--- src/rtl/dp_alu_pkg.sv ---
package dp_alu_pkg;
  typedef enum logic [3:0] {
    OP_AND = 4'd0,  OP_EOR = 4'd1,  OP_SUB = 4'd2,  OP_RSB = 4'd3,
    OP_ADD = 4'd4,  OP_ADC = 4'd5,  OP_SBC = 4'd6,  OP_RSC = 4'd7,
    OP_TST = 4'd8,  OP_TEQ = 4'd9,  OP_CMP = 4'd10, OP_CMN = 4'd11,
    OP_ORR = 4'd12, OP_MOV = 4'd13, OP_BIC = 4'd14, OP_MVN = 4'd15
  } alu_op_e;

  typedef struct packed {
    logic n;
    logic z;
    logic c;
    logic v;
  } nzcv_t;

  localparam logic [4:0] MODE_USER = 5'h10;

  function automatic logic is_test(alu_op_e op);
    return op[3:2] == 2'b10;
  endfunction

  function automatic logic is_logic(alu_op_e op);
    return op[3:2] == 2'b11 || op == OP_AND || op == OP_EOR || op == OP_TST || op == OP_TEQ;
  endfunction

  function automatic logic mode_ok(logic [4:0] m);
    case (m)
      5'h10, 5'h11, 5'h12, 5'h13, 5'h17, 5'h1B, 5'h1F: return 1'b1;
      default: return 1'b0;
    endcase
  endfunction
endpackage

--- src/rtl/dp_alu_addsub.sv ---
module dp_alu_addsub
  import dp_alu_pkg::*;
#(
  parameter int unsigned DW = 32
) (
  input  alu_op_e         op_i,
  input  logic [DW-1:0]   op1_i,
  input  logic [DW-1:0]   op2_i,
  input  logic            c_i,
  output logic [DW-1:0]   sum_o,
  output logic            cout_o,
  output logic            ovf_o
);
  logic [DW-1:0] a, b;
  logic          ci;

  always_comb begin
    a  = op1_i;
    b  = op2_i;
    ci = 1'b0;
    case (op_i)
      OP_SUB, OP_CMP: begin b = ~op2_i; ci = 1'b1; end
      OP_RSB:         begin a = ~op1_i; ci = 1'b1; end
      OP_ADC:         ci = c_i;
      OP_SBC:         begin b = ~op2_i; ci = c_i; end
      OP_RSC:         begin a = ~op1_i; ci = c_i; end
      default: ;
    endcase
  end

  assign {cout_o, sum_o} = {1'b0, a} + {1'b0, b} + {{DW{1'b0}}, ci};
  assign ovf_o = (a[DW-1] == b[DW-1]) && (sum_o[DW-1] != a[DW-1]);
endmodule

--- src/rtl/dp_alu_logic.sv ---
module dp_alu_logic
  import dp_alu_pkg::*;
#(
  parameter int unsigned DW = 32
) (
  input  alu_op_e       op_i,
  input  logic [DW-1:0] op1_i,
  input  logic [DW-1:0] op2_i,
  output logic [DW-1:0] res_o
);
  always_comb begin
    case (op_i)
      OP_AND, OP_TST: res_o = op1_i & op2_i;
      OP_EOR, OP_TEQ: res_o = op1_i ^ op2_i;
      OP_ORR:         res_o = op1_i | op2_i;
      OP_MOV:         res_o = op2_i;
      OP_BIC:         res_o = op1_i & ~op2_i;
      OP_MVN:         res_o = ~op2_i;
      default:        res_o = '0;
    endcase
  end
endmodule

--- src/rtl/dp_alu_flags.sv ---
module dp_alu_flags
  import dp_alu_pkg::*;
#(
  parameter int unsigned DW = 32
) (
  input  logic          logic_op_i,
  input  logic [DW-1:0] res_i,
  input  logic          cout_i,
  input  logic          ovf_i,
  input  logic          shift_carry_i,
  input  logic          shift_applied_i,
  input  nzcv_t         cur_i,
  output nzcv_t         nzcv_o
);
  always_comb begin
    nzcv_o.n = res_i[DW-1];
    nzcv_o.z = (res_i == '0);
    if (logic_op_i) begin
      nzcv_o.c = shift_applied_i ? shift_carry_i : cur_i.c;
      nzcv_o.v = cur_i.v;
    end else begin
      nzcv_o.c = cout_i;
      nzcv_o.v = ovf_i;
    end
  end
endmodule

--- src/rtl/dp_alu.sv ---
module dp_alu
  import dp_alu_pkg::*;
#(
  parameter int unsigned DW     = 32,
  parameter int unsigned RIDX_W = 4,
  parameter int unsigned MODE_W = 5
) (
  input  logic              clk_i,
  input  logic              rst_ni,
  input  logic              valid_i,
  input  logic [3:0]        opcode_i,
  input  logic              set_flags_i,
  input  logic [RIDX_W-1:0] rd_i,
  input  logic [DW-1:0]     op1_i,
  input  logic [DW-1:0]     op2_i,
  input  logic              shift_carry_i,
  input  logic              shift_applied_i,
  input  logic [3:0]        flags_i,
  input  logic [MODE_W-1:0] mode_i,
  input  logic [DW-1:0]     spsr_i,
  output logic              valid_o,
  output logic [DW-1:0]     result_o,
  output logic [RIDX_W-1:0] result_rd_o,
  output logic              result_we_o,
  output logic [3:0]        flags_o,
  output logic              flags_we_o,
  output logic              restore_o,
  output logic [DW-1:0]     restore_psr_o,
  output logic              pc_written_o,
  output logic              error_o
);
  localparam logic [RIDX_W-1:0] PC_IDX = {RIDX_W{1'b1}};

  alu_op_e       op;
  nzcv_t         cur, nzcv;
  logic [DW-1:0] sum, lres, res;
  logic          cout, ovf, lop;
  logic          to_pc, hit_pc, bad_rst, wr_res;

  assign op  = alu_op_e'(opcode_i);
  assign cur = nzcv_t'(flags_i);
  assign lop = is_logic(op);

  dp_alu_addsub #(.DW(DW)) u_addsub (
    .op_i(op), .op1_i(op1_i), .op2_i(op2_i), .c_i(cur.c),
    .sum_o(sum), .cout_o(cout), .ovf_o(ovf)
  );

  dp_alu_logic #(.DW(DW)) u_logic (
    .op_i(op), .op1_i(op1_i), .op2_i(op2_i), .res_o(lres)
  );

  assign res = lop ? lres : sum;

  dp_alu_flags #(.DW(DW)) u_flags (
    .logic_op_i(lop), .res_i(res), .cout_i(cout), .ovf_i(ovf),
    .shift_carry_i(shift_carry_i), .shift_applied_i(shift_applied_i),
    .cur_i(cur), .nzcv_o(nzcv)
  );

  assign to_pc   = (rd_i == PC_IDX);
  assign hit_pc  = set_flags_i && to_pc;
  assign bad_rst = hit_pc && ((mode_i == MODE_USER) || !mode_ok(spsr_i[4:0]));
  assign wr_res  = !is_test(op) && !bad_rst;

  always_ff @(posedge clk_i or negedge rst_ni) begin
    if (!rst_ni) begin
      valid_o       <= 1'b0;
      result_we_o   <= 1'b0;
      flags_we_o    <= 1'b0;
      restore_o     <= 1'b0;
      pc_written_o  <= 1'b0;
      error_o       <= 1'b0;
      result_o      <= '0;
      result_rd_o   <= '0;
      flags_o       <= '0;
      restore_psr_o <= '0;
    end else begin
      valid_o      <= valid_i;
      result_we_o  <= valid_i && wr_res;
      flags_we_o   <= valid_i && set_flags_i && !to_pc;
      restore_o    <= valid_i && hit_pc && !bad_rst;
      pc_written_o <= valid_i && wr_res && to_pc;
      error_o      <= valid_i && bad_rst;
      if (valid_i) begin
        result_o      <= res;
        result_rd_o   <= rd_i;
        flags_o       <= nzcv;
        restore_psr_o <= spsr_i;
      end
    end
  end

  assert_test_no_write_R7: assert property (@(posedge clk_i) disable iff (!rst_ni)
    (valid_i && is_test(op)) |=> !result_we_o);
  assert_logic_keeps_v_R5: assert property (@(posedge clk_i) disable iff (!rst_ni)
    (valid_i && lop) |=> (flags_o[0] == $past(flags_i[0])));
  assert_zero_flag_R6: assert property (@(posedge clk_i) disable iff (!rst_ni)
    flags_we_o |-> (flags_o[2] == (result_o == '0)) && (flags_o[3] == result_o[DW-1]));
  assert_restore_excl_R9: assert property (@(posedge clk_i) disable iff (!rst_ni)
    !(restore_o && flags_we_o));
  assert_error_blocks_R10: assert property (@(posedge clk_i) disable iff (!rst_ni)
    error_o |-> (!restore_o && !result_we_o && !flags_we_o));
  assert_pc_write_R11: assert property (@(posedge clk_i) disable iff (!rst_ni)
    pc_written_o |-> (result_we_o && result_rd_o == PC_IDX));
  assert_idle_R12: assert property (@(posedge clk_i) disable iff (!rst_ni)
    !valid_i |=> !(result_we_o || flags_we_o || restore_o || error_o));
endmodule

--- config.mk ---
export PLATFORM = sky130hd
export DESIGN_NAME = dp_alu
export DESIGN_NICKNAME = d
export VERILOG_FILES = /design/src/rtl/dp_alu_pkg.sv /design/src/rtl/dp_alu_addsub.sv /design/src/rtl/dp_alu_logic.sv /design/src/rtl/dp_alu_flags.sv /design/src/rtl/dp_alu.sv
export SDC_FILE = /design/constraint.sdc
export NUM_CORES = 1
export LEC_CHECK = 0
export BUFFER_PORTS_ARGS = -buffer_cell sky130_fd_sc_hd__buf_4
export CELL_PAD_IN_SITES_DETAIL_PLACEMENT = 1
export CELL_PAD_IN_SITES_GLOBAL_PLACEMENT = 1
export CORE_UTILIZATION = 40
export CTS_CLUSTER_DIAMETER = 30
export DETAILED_ROUTE_END_ITERATION = 10
export PLACE_DENSITY = 0.94
export SYNTH_ARGS = -nofsm -noshare
export SYNTH_HDL_FRONTEND = slang
export SYNTH_SLANG_ARGS = --single-unit
export TNS_END_PERCENT = 10
--- constraint.sdc ---
create_clock -name clk_i -period 0.9 [get_ports clk_i]
set_input_delay 0.18 -clock clk_i [delete_from_list [all_inputs] [get_ports clk_i]]
set_output_delay 0.18 -clock clk_i [all_outputs]
set_load 0.02 [all_outputs]
==> flow_summary.json, run 1 <==
{
  "status": "did not finish",
  "stop_stage": "global routing",
  "toolErrorMsg": "[ERROR GRT-0116] Global routing finished with congestion. Check the congestion regions in the DRC Viewer.",
  "synth_area_um2": 7920,
  "grt_max_degree": 69,
  "ys_seq_elements": 77,
  "synth-seq-area-share": 0.243,
  "synth_nets": 1144,
  "dpl.hpwl_um": 32600,
  "io-pin-count": 197,
  "synth_cell_type_count": 78,
  "synthFlopType": "dfrtp_1",
  "dieHeight_um": 143,
  "synth_area_per_cell_um2": 8.24,
  "root_buffer": "clkbuf_16",
  "port_buffers": 194,
  "htreeDepth": 3,
  "cts_inserted_buffers": 9,
  "overflow": 403,
  "grt_pass1_vias": 15049,
  "gp_congestion": 0.982,
  "async_reset_ff_frac": 1.00,
  "clock_sinks": 77,
  "grt_pass1_wl_um": 116000,
  "start_util": 0.408,
  "die_x_um": 143,
  "synthCells": 960,
  "row_count": 51,
  "clockBufferDepth": 2,
  "yosys_warnings": 0,
  "synth_edf_count": 0,
  "track_usage": 0.776
}
synthesized netlist by cell type, types with 4 or more instances:
master | number | area (µm²)
nor2_1 | 57 | 214
mux2_2 | 48 | 541
nand2b_1 | 4 | 25.0
o221ai_1 | 7 | 61.3
a21oi_1 | 72 | 360
o31a_1 | 8 | 70.1
a221oi_1 | 5 | 43.8
clkbuf_1 | 28 | 105
o211a_1 | 4 | 40.0
a32oi_1 | 6 | 52.6
xor2_1 | 36 | 315
xnor2_1 | 74 | 648
buf_2 | 16 | 80.1
mux2i_1 | 12 | 120
a31oi_1 | 16 | 100
o21ai_0 | 45 | 225
o31ai_1 | 7 | 52.6
nor3_1 | 20 | 100
a211oi_1 | 10 | 75.1
a21o_1 | 14 | 105
a211o_1 | 4 | 35.0
and2_1 | 6 | 37.5
inv_1 | 74 | 278
o211ai_1 | 11 | 82.6
nor4_1 | 4 | 25.0
nor2b_1 | 8 | 50.1
o22ai_1 | 8 | 50.1
and3_1 | 5 | 31.3
nand2_1 | 76 | 285
or3_1 | 5 | 31.3
ha_1 | 63 | 788
nand3_1 | 32 | 160
dfrtp_1 | 77 | 1930
nand4_1 | 8 | 50.1
buf_1 | 14 | 52.6
o21a_1 | 12 | 90.1
kinds of logic after synthesis:
kind of cell / count (synthesis) / share of synthesized area
AND/OR/NAND/NOR: 243 / 0.148
AO/OA/AOI/OAI: 271 / 0.232
multiplexers: 60 / 0.0835
flip-flops: 77 / 0.243
adder cells (fa/ha/maj): 65 / 0.105
buffers and inverters: 134 / 0.0666
XOR/XNOR: 110 / 0.122
layer usage:
metal / overflow / track usage
met1: 2 / 0.766
met2: 268 / 0.996
met3: 4 / 0.559
met4: 126 / 0.804
met5: 3 / 0.236
timing repair:
| item | 4_1_cts |
|---|---|
| hold buffers | 1 |
| setup endpoints to repair | 153 |
| hold endpoints to repair | 77 |
| cloned | 1 |
| buffers inserted | 24 |
| resized for setup | 245 |
| pin swaps | 75 |
metrics by stage:
| step | TNS (ns) | std cells | hold WS (ns) | cell area [µm²] | worst slack (ns) |
|---|---|---|---|---|---|
| after floorplan | -95.14 | 960 | -0.116 | 8070 | -3.36 |
| after global placement | -120.03 | 1611 | 0.00533 | 11500 | -3.50 |
| after detailed placement | -132.46 | 1611 | 0.00925 | 11500 | -3.89 |
| after CTS | -91.81 | 1649 | 0.0169 | 13100 | -3.14 |
==> inputs of run 2 (changes only) <==
Settings changed: CELL_PAD_IN_SITES_DETAIL_PLACEMENT 1 to not set, CELL_PAD_IN_SITES_GLOBAL_PLACEMENT 1 to not set, CTS_CLUSTER_DIAMETER 30 to not set, PLACE_DENSITY 0.94 to not set, PLACE_DENSITY_LB_ADDON set to 0.15.
==> flow_summary.json, run 2 <==
{
  "synth_area_um2": 7920,
  "clkSlewWorstSetupHoldPaths_ns": 0.06,
  "cts_inserted_buffers": 9,
  "clock.fmax_ghz": 0.249,
  "drt_wl_total_um": 29600,
  "hold_viol_final": 0,
  "dp_slack_ns": -3.57,
  "grt_max_degree": 67,
  "max-vdd-ir-drop_mv": 1.19,
  "dr.pass1.iters": 5,
  "yosysMostFrequentCell": "dfrtp_1",
  "final_layout_size_suffix_gt1_frac": 0.481,
  "drtIter0Drc": 550,
  "synthTopCellsByCount": "dfrtp_1 (77), nand2_1 (76), inv_1 (74), xnor2_1 (74), a21oi_1 (72)",
  "power.density_nw_per_um2": 1480,
  "largestRegisters": "restore_psr_o: 32 flops, result_o: 32 flops, result_rd_o: 4 flops",
  "drcViolationCount": 0,
  "synthCells": 960,
  "seqPwrFrac": 0.226,
  "violations": "setup timing",
  "row_count": 51,
  "slew_viol_final": 0,
  "synth_area_leaders": "dfrtp_1 (24%), ha_1 (10%), xnor2_1 (8.2%)",
  "port_buffers": 194,
  "io-pin-count": 197,
  "synth_area_leader_cell": "dfrtp_1",
  "drt-vias-per-instance": 5.36,
  "relSlewSlack": 0.515,
  "worstPathRequired_ns": 1.12,
  "coreArea_um2": 19400,
  "insertedDiodeCount": 0,
  "final_common_cell": "buf_4",
  "synth-seq-area-share": 0.243,
  "area_growth_pct": 67.2,
  "end_kind": "register",
  "nNetsFinal": 1580,
  "utilization": 0.682,
  "fin_worst_skew_ns": 0,
  "num_vias": 8931,
  "grt_pass1_vias": 8825,
  "final_cell_mix": "buf_4 (366), buf_6 (110), dfrtp_1 (76)",
  "gp_congestion": 0.977,
  "switching_power_w": 0.00761,
  "rsz0062_at_grt": "true",
  "hp-class": "input port to register",
  "timing.final.ws_setup_ns": -3.11,
  "synth_edf_count": 0,
  "comb_power_share": 0.598,
  "wl_per_cell_um": 17.7,
  "critPathKind": "input port to register",
  "dieHeight_um": 143,
  "synth_cell_type_count": 78,
  "htreeDepth": 3,
  "ys_seq_elements": 77,
  "track_usage": 0.285,
  "antenna_left": 0,
  "worstSkewPairLatency_ns": 0.34,
  "internal_power_w": 0.0119,
  "finalSetupViolCount": 146,
  "dieArea_um2": 20400,
  "synthFlopType": "dfrtp_1",
  "status": "finished, violations left",
  "period_share": 4.46,
  "yosys_warnings": 0,
  "maxCapViolations": 0,
  "fillers": 1587,
  "switching_share": 0.389,
  "cp.arrival_ns": 4.24,
  "async_reset_ff_frac": 1.00,
  "synth_area_per_cell_um2": 8.24,
  "antenna_found_initial": 0,
  "cts_tree": "yes",
  "die_x_um": 143,
  "cp_max_fo": 8,
  "start_util": 0.408,
  "clock_sinks": 77,
  "clock_power_share": 0.176,
  "period_needed_ns": 4.01,
  "synth_nets": 1144,
  "power_leakage_nw": 6.23,
  "clockBufferDepth": 2,
  "dpl.hpwl_um": 22400,
  "root_buffer": "clkbuf_16",
  "overflow": 0,
  "worst-slew-pin-transition_ns": 0.727,
  "synth_top_area_frac": 0.243,
  "cp-start-kind": "input port",
  "grt_pass1_wl_um": 45100
}
-- run 2: cell counts after synthesis --
Identical to the previous run, type by type.
-- run 2: logic make-up (layout without fill, tap and decap cells) --
family | after synthesis | in the layout | share of synthesized area
flip-flops | 77 | 77 | 0.243
XOR/XNOR | 110 | 110 | 0.122
multiplexers | 60 | 60 | 0.0835
adder cells (fa/ha/maj) | 65 | 65 | 0.105
AND/OR/NAND/NOR | 243 | 243 | 0.148
buffers and inverters | 134 | 575 | 0.0666
AO/OA/AOI/OAI | 271 | 271 | 0.232
-- run 2: routing by layer --
layer,up-vias,global-route usage,routed length [µm],part of all wire
li1,4316,-,-,-
met1,4268,0.358,12500,0.42
met2,274,0.492,14500,0.49
met3,73,0.0456,1450,0.049
met4,0,0.104,1140,0.038
met5,-,0,0,0
-- run 2: final timing paths --
| check | to | from | slack (ns) | cells past startpoint |
|---|---|---|---|---|
| setup / recovery | result_o[31] | opcode_i[2] | -3.11 | 21 |
| hold / removal | error_o | spsr_i[4] | 0.03 | 2 |
| setup reg to reg | result_o[31] | result_o[31] | 0.07 | 1 |
| hold reg to reg | result_o[3] | result_o[3] | 0.50 | 1 |
| max in group asynchronous | restore_psr_o[0] | rst_ni | 0.19 | 3 |
| min in group asynchronous | restore_psr_o[9] | rst_ni | 0.26 | 2 |
-- run 2: layout make-up --
class	instances	area, µm²	area share
clock inverter	7	57.6	0.00435
timing repair buffer	484	4150	0.314
multi-input combinational	749	6250	0.473
inverter	75	282	0.0213
tap	265	332	0.0251
sequential	77	1930	0.146
clock buffer	9	225	0.0170
-- run 2: what timing repair did --
action | 4_1_cts | 5_1_grt
hold buffers | 1 | 0
setup buffers | 21 | 22
endpoints found under the hold margin | 44 | 0
pin swaps | 49 | 58
gates resized for setup | 171 | 99
setup endpoints to repair | 151 | 148
-- run 2: power groups by stage --
stage	registers, W	logic, W	clock network (W)
6_report	0.00442	0.0117	0.00344
5_1_grt	0.00448	0.0125	0.00362
4_1_cts	0.00442	0.0108	0.00350
3_5_place_dp	0.00437	0.00969	0
3_3_place_gp	0.00436	0.00961	0
2_1_floorplan	0.00499	0.00429	0
-- run 2: per-stage QoR --
step	cells	setup TNS (ns)	power (W)	hold slack [ns]	cell area, µm²
after CTS	1655	-82.91	0.0187	0.0240	12600
after global routing	1666	-94.14	0.0206	0.0522	13200
after detailed placement	1622	-125.33	0.0141	0.0777	11500
after floorplan	960	-95.14	0.00928	-0.116	8070
after global placement	1622	-124.00	0.0140	0.0708	11500
final	1666	-87.38	0.0195	0.0324	13200
-- run 2: worst max-delay path, stage by stage --
cell	delay, ns
buf_6	0.09
and2_4	0.15
or3_4	0.38
buf_12	0.16
buf_12	0.13
buf_6	0.11
buf_6	0.11
xnor2_4	0.14
ha_4	0.23
buf_6	0.12
a21oi_4	0.15
o21ai_4	0.08
or4b_4	0.50
o211ai_1	0.26
a21o_1	0.22
buf_6	0.12
a31oi_4	0.09
a31oi_4	0.19
mux2i_1	0.37
o21ai_2	0.15
mux2_4	0.27
Note: power is estimated with default switching activity, not from simulation.
